--- src/rtl/shadow_trig_regbank.sv ---
module shadow_trig_regbank (
  input  logic        clk,
  input  logic        rst_n,
  input  logic        wr_en,
  input  logic        rd_en,
  input  logic [4:0]  addr,
  input  logic [7:0]  wdata,
  input  logic        gpio,
  output logic [7:0]  rdata,
  output logic [20:0] code_out,
  output logic [2:0]  turbo_out,
  output logic [2:0]  glide_en,
  output logic [4:0]  step_delay,
  output logic [1:0]  pwr_mode,
  output logic        operating,
  output logic        bank_swap
);
  localparam int NREG = 12;
  localparam int NCH  = 3;
  localparam int CW   = 7;

  logic [7:0] sh [NREG];
  logic [7:0] lv [NREG];
  logic [1:0] grp [NREG];
  logic [NREG-1:0] ld_byp, ld_fire;
  logic [2:0] mask, fire;
  logic [3:0] mask4, fire4;
  logic [3:0] usid;
  logic [6:0] status;
  logic       gpio_q;
  logic       we28, mode_rst, soft_rst, lv0_ld;
  logic [7:0] lv0_new;

  function automatic logic [7:0] dflt(int i);
    case (i)
      0:       return 8'h20;
      10:      return 8'h04;
      11:      return 8'h44;
      default: return 8'h00;
    endcase
  endfunction

  assign we28     = wr_en && addr == 5'd28;
  assign fire     = we28 ? (wdata[2:0] & ~wdata[5:3]) : 3'b000;
  assign mask4    = {1'b0, mask};
  assign fire4    = {1'b0, fire};
  assign mode_rst = wr_en && (addr == 5'd0 || addr == 5'd28) && wdata[7:6] == 2'b01;
  assign soft_rst = wr_en && addr == 5'd26 && wdata[7];

  always_comb begin
    for (int i = 0; i < NREG; i++) begin
      grp[i] = 2'b00;
      if (i == 2 || i == 6)      grp[i] = lv[9][7:6];
      else if (i == 3 || i == 7) grp[i] = lv[9][3:2];
      else if (i == 4 || i == 8) grp[i] = lv[10][7:6];
      ld_byp[i]  = wr_en && addr == 5'(i) && mask4[grp[i]];
      ld_fire[i] = fire4[grp[i]];
    end
  end

  assign lv0_ld  = ld_byp[0] || ld_fire[0];
  assign lv0_new = ld_byp[0] ? wdata : sh[0];

  always_ff @(posedge clk or negedge rst_n) begin
    if (!rst_n) begin
      for (int i = 0; i < NREG; i++) begin
        sh[i] <= dflt(i);
        lv[i] <= dflt(i);
      end
      mask     <= 3'b000;
      pwr_mode <= 2'b00;
      usid     <= 4'h7;
      status   <= 7'h00;
    end else if (mode_rst) begin
      for (int i = 0; i < NREG; i++) begin
        sh[i] <= dflt(i);
        lv[i] <= dflt(i);
      end
      mask     <= 3'b000;
      pwr_mode <= 2'b00;
      usid     <= 4'h7;
      status   <= 7'h00;
    end else if (soft_rst) begin
      for (int i = 0; i < NREG; i++) begin
        sh[i] <= dflt(i);
        lv[i] <= dflt(i);
      end
      status <= 7'h00;
    end else begin
      for (int i = 0; i < NREG; i++) begin
        if (wr_en && addr == 5'(i)) sh[i] <= wdata;
        if (ld_byp[i])       lv[i] <= wdata;
        else if (ld_fire[i]) lv[i] <= sh[i];
      end
      if (we28) begin
        mask <= wdata[5:3];
        if (wdata[7:6] != 2'b11) pwr_mode <= wdata[7:6];
      end else if (lv0_ld && lv0_new[7:6] != 2'b11) begin
        pwr_mode <= lv0_new[7:6];
      end
      if (wr_en && addr == 5'd26) status <= wdata[6:0];
      if (wr_en && addr == 5'd31) usid <= wdata[3:0];
    end
  end

  always_ff @(posedge clk or negedge rst_n) begin
    if (!rst_n) begin
      gpio_q    <= 1'b0;
      bank_swap <= 1'b0;
    end else begin
      gpio_q    <= gpio;
      bank_swap <= gpio != gpio_q;
    end
  end

  always_ff @(posedge clk or negedge rst_n) begin
    if (!rst_n) rdata <= 8'h00;
    else if (rd_en) begin
      if (addr < 5'(NREG))  rdata <= sh[addr[3:0]];
      else case (addr)
        5'd26:   rdata <= {1'b0, status};
        5'd28:   rdata <= {pwr_mode, mask, 3'b000};
        5'd29:   rdata <= 8'h05;
        5'd30:   rdata <= 8'h04;
        5'd31:   rdata <= {4'b0001, usid};
        default: rdata <= 8'h00;
      endcase
    end
  end

  for (genvar c = 0; c < NCH; c++) begin : g_ch
    logic [7:0] sel;
    assign sel = gpio_q ? lv[6+c] : lv[2+c];
    assign code_out[CW*c +: CW] = sel[CW-1:0];
    assign turbo_out[c]         = sel[7];
  end

  assign glide_en   = {lv[1][0], lv[1][1], lv[1][2]};
  assign step_delay = lv[1][7:3];
  assign operating  = lv[0][5];
endmodule

--- config.mk ---
export PLATFORM = sky130hd
export DESIGN_NAME = shadow_trig_regbank
export DESIGN_NICKNAME = d
export VERILOG_FILES = /design/src/rtl/shadow_trig_regbank.sv
export SDC_FILE = /design/constraint.sdc
export NUM_CORES = 1
export LEC_CHECK = 0
export ABC_AREA = 0
export BUFFER_PORTS_ARGS = -buffer_cell sky130_fd_sc_hd__buf_4
export CELL_PAD_IN_SITES_DETAIL_PLACEMENT = 1
export CELL_PAD_IN_SITES_GLOBAL_PLACEMENT = 2
export CORE_UTILIZATION = 40
export DETAILED_ROUTE_END_ITERATION = 10
export PLACE_DENSITY = 0.89
export SYNTH_ARGS = -nofsm -noshare
export SYNTH_HDL_FRONTEND = slang
export SYNTH_SLANG_ARGS = --single-unit
export TNS_END_PERCENT = 20
--- constraint.sdc ---
create_clock -name clk -period 2.2 [get_ports clk]
set_clock_uncertainty 0.1 [all_clocks]
set_input_delay 0.55 -clock clk [delete_from_list [all_inputs] [get_ports clk]]
set_output_delay 0.55 -clock clk [all_outputs]
set_load 0.02 [all_outputs]
==> results.sh <==
export IMPL_fin_crit_sh_pct=101
export IMPL_end_kind="output pin"
export IMPL_htree_num_levels=4
export IMPL_cp_arrival_ps=1560
export IMPL_yosysTopAreaCellShare_pct=46.0
export IMPL_core_area_sq_mm=0.0235
export IMPL_clockRootBuffer="clkbuf_16"
export IMPL_synth_cell_type_count=56
export IMPL_clk_pin_slew_worst_paths_ps=70
export IMPL_setup_worst_path_start_class="flip-flop"
export IMPL_final_nets=1083
export IMPL_ys_seq_area_share_pct=48.2
export IMPL_first_pass_iters=4
export IMPL_final_cells=1397
export IMPL_syn_area_sq_mm=0.00962
export IMPL_routed_wl_um=34200
export IMPL_post_synth_inst_count=975
export IMPL_yosysTopAreaCell="dfrtp_1"
export IMPL_grt_pass1_vias=8540
export IMPL_drv_slew=0
export IMPL_antenna_found_initial=0
export IMPL_cts_tree="yes"
export IMPL_place_congestion=0.885
export IMPL_powerDensity_mw_per_mm2=822
export IMPL_viasPerCell=5.90
export IMPL_total_power_w=0.00970
export IMPL_yosysWarnings=0
export IMPL_die_area_sq_mm=0.0247
export IMPL_maxSlewHeadroom_pct=58.3
export IMPL_antenna_left=0
export IMPL_clk_path_buf_depth=2
export IMPL_finalHoldViolCount=0
export IMPL_drive_gt1_share_pct=26.2
export IMPL_hold_buffers=0
export IMPL_yosys_top_cells_count="177 x dfrtp_1, 157 x nand2_1, 129 x a21oi_1, 72 x mux2i_1, 62 x nand3_1"
export IMPL_hpwl_um=24000
export IMPL_cp_max_fo=8
export IMPL_status="finished, violations left"
export IMPL_grt_max_degree=63
export IMPL_io_pins=62
export IMPL_finalWorstSetupSlack_ps=-14.4
export IMPL_fin_util_pct=50.1
export IMPL_hold_path_class="input port to asynchronous set/reset pin"
export IMPL_global_route_overflow_total=0
export IMPL_cap_violations=0
export IMPL_synth_top_flop_cell="dfrtp_1"
export IMPL_ff2ff_path_depth=5
export IMPL_crit_required_ps=1550
export IMPL_setup_viol=4
export IMPL_critPathKind="flip-flop to output pin"
export IMPL_worstSkewPairLatency_ps=440
export IMPL_failed_checks="setup timing"
export IMPL_r2r_slack_ps=120
export IMPL_async_flop_share_pct=100
export IMPL_num_fill_cells=2652
export IMPL_synthMostInstantiatedCell="dfrtp_1"
export IMPL_synth_area_leaders="dfrtp_1 46%, mux2i_1 7.5%, a21oi_1 6.7%, nand2_1 6.1%, mux4_2 5.6%"
export IMPL_post_place_ws_ps=-239
export IMPL_start_util_pct=40.9
export IMPL_die_h_um=157
export IMPL_leakagePower_nw=5.54
export IMPL_num_vias=8247
export IMPL_placed_cells=1365
export IMPL_syn_to_final_growth_pct=22.6
export IMPL_synth_edff_count=0
export IMPL_rsz0062_at_grt="true"
export IMPL_antenna_cells=0
export IMPL_tightest_slew_ps=626
export IMPL_fmax_ghz=0.452
export IMPL_grt_pass1_wl_um=52500
export IMPL_portBuffers=61
export IMPL_die_w_um=157
export IMPL_vdd_drop_max_v=0.000371
export IMPL_drc=0
export IMPL_avgSynthCellArea_sq_um=9.87
export IMPL_fin_crit_ps=2210
export IMPL_grt_usage_pct=29.0
export IMPL_ys_seq_elements=185
export IMPL_wl_per_cell_um=24.5
export IMPL_clkSinkCount=185
export IMPL_row_count=56
export IMPL_syn_nets=993
export IMPL_drtIter0Drc=557
export IMPL_numCtsBuffers=17
==> routing by layer <==
layer,up-vias,track usage (%),routed length (um)
met5,-,0,0
met4,0,10.5,916
met3,54,3.44,1310
met2,218,49.3,17100
met1,4311,37.9,14800
li1,3664,-,-
==> worst paths after layout <==
kind	start	endpoint
max in group asynchronous	rst_n	status[1]
min in group clk	gpio	gpio_q
setup / recovery	gpio_q	code_out[19]
setup reg to reg	sh[84]	rdata[4]
hold reg to reg	sh[2]	sh[2]
hold / removal	rst_n	glide_en[0]
==> cell type report <==
type / instances / area (sq um) / share of cell area (%)
tap: 319 / 399 / 3.38
clock buffer: 27 / 513 / 4.35
timing repair buffer: 167 / 1550 / 13.2
multi-input combinational: 687 / 4600 / 39.0
inverter: 7 / 26.3 / 0.223
clock inverter: 5 / 61.3 / 0.520
sequential: 185 / 4640 / 39.3
==> through the flow <==
stage / instance area (sq um) / hold slack (ps) / setup TNS [ps]
floorplan: 9700 / 154 / -36.4
global placement: 11100 / 363 / -9560
detailed placement: 11100 / 379 / -16260
CTS: 11700 / 41.1 / -255
global route: 11800 / 51.8 / -842
finish: 11800 / 20.5 / -28.9
==> report_power, final <==
part,switching (W),internal (W)
logic,0.00103,0.000974
registers,0.000595,0.00402
clock network,0.00136,0.00172
total,0.00298,0.00672
==> critical path, cell delays in order (launching register included) <==
cell,delay [ps]
dfrtp_1,400
buf_4,200
mux2_2,360
buf_4,160
==> flip-flops by register name, summed over array words and instances (netlist names) <==
name and flops:
bank_swap 1, status 7, step_delay 5, rdata 8
operating 1, pwr_mode 2, lv 48, mask 3
sh 96, gpio_q 1, glide_en 3, usid 4
grp 6
==> layout by cell type (no fill, tap or decap), types with 3 or more instances in the layout <==
cell type   netlist  final
dfrtp_1         177    177
nand2_1         157    157
buf_4            14    132
a21oi_1         129    129
mux2i_1          72     72
nand3_1          62     62
o21ai_0          59     57
nor2_1           35     34
mux4_2           24     24
buf_12            0     19
mux2_4            1     17
a211oi_1         17     17
clkbuf_16         0     17
buf_6             3     15
o22ai_1          13     13
mux2_2           25      9
o21ai_1           8      9
dfstp_2           8      8
inv_1             7      7
a22oi_1           7      7
a31o_2            8      7
o22a_1            6      6
clkbuf_8          0      6
nor2b_1           5      5
and2_1            5      5
nand3b_1          5      5
clkbuf_1         47      5
nand2b_1          4      4
o21ai_2           3      4
a32o_1            3      3
nor2_4            2      3
nor3_1            3      3
nor3b_1           3      3
or3b_2            3      3
clkinvlp_4        0      3
==> cell families after synthesis <==
logic type                synth area share (%)
and+or+nand+nor                           14.3
AOI/OAI and AO/OA                         16.0
DFF                                       48.2
muxes                                     16.2
buffers and inverters                     5.15
xor gates and xnor gates                0.0910
==> what timing repair did <==
item	in CTS	in global routing
gates resized for setup	4	30
buffers inserted	0	0
setup endpoints to repair	16	24
Power figures use the tool's default switching activity.
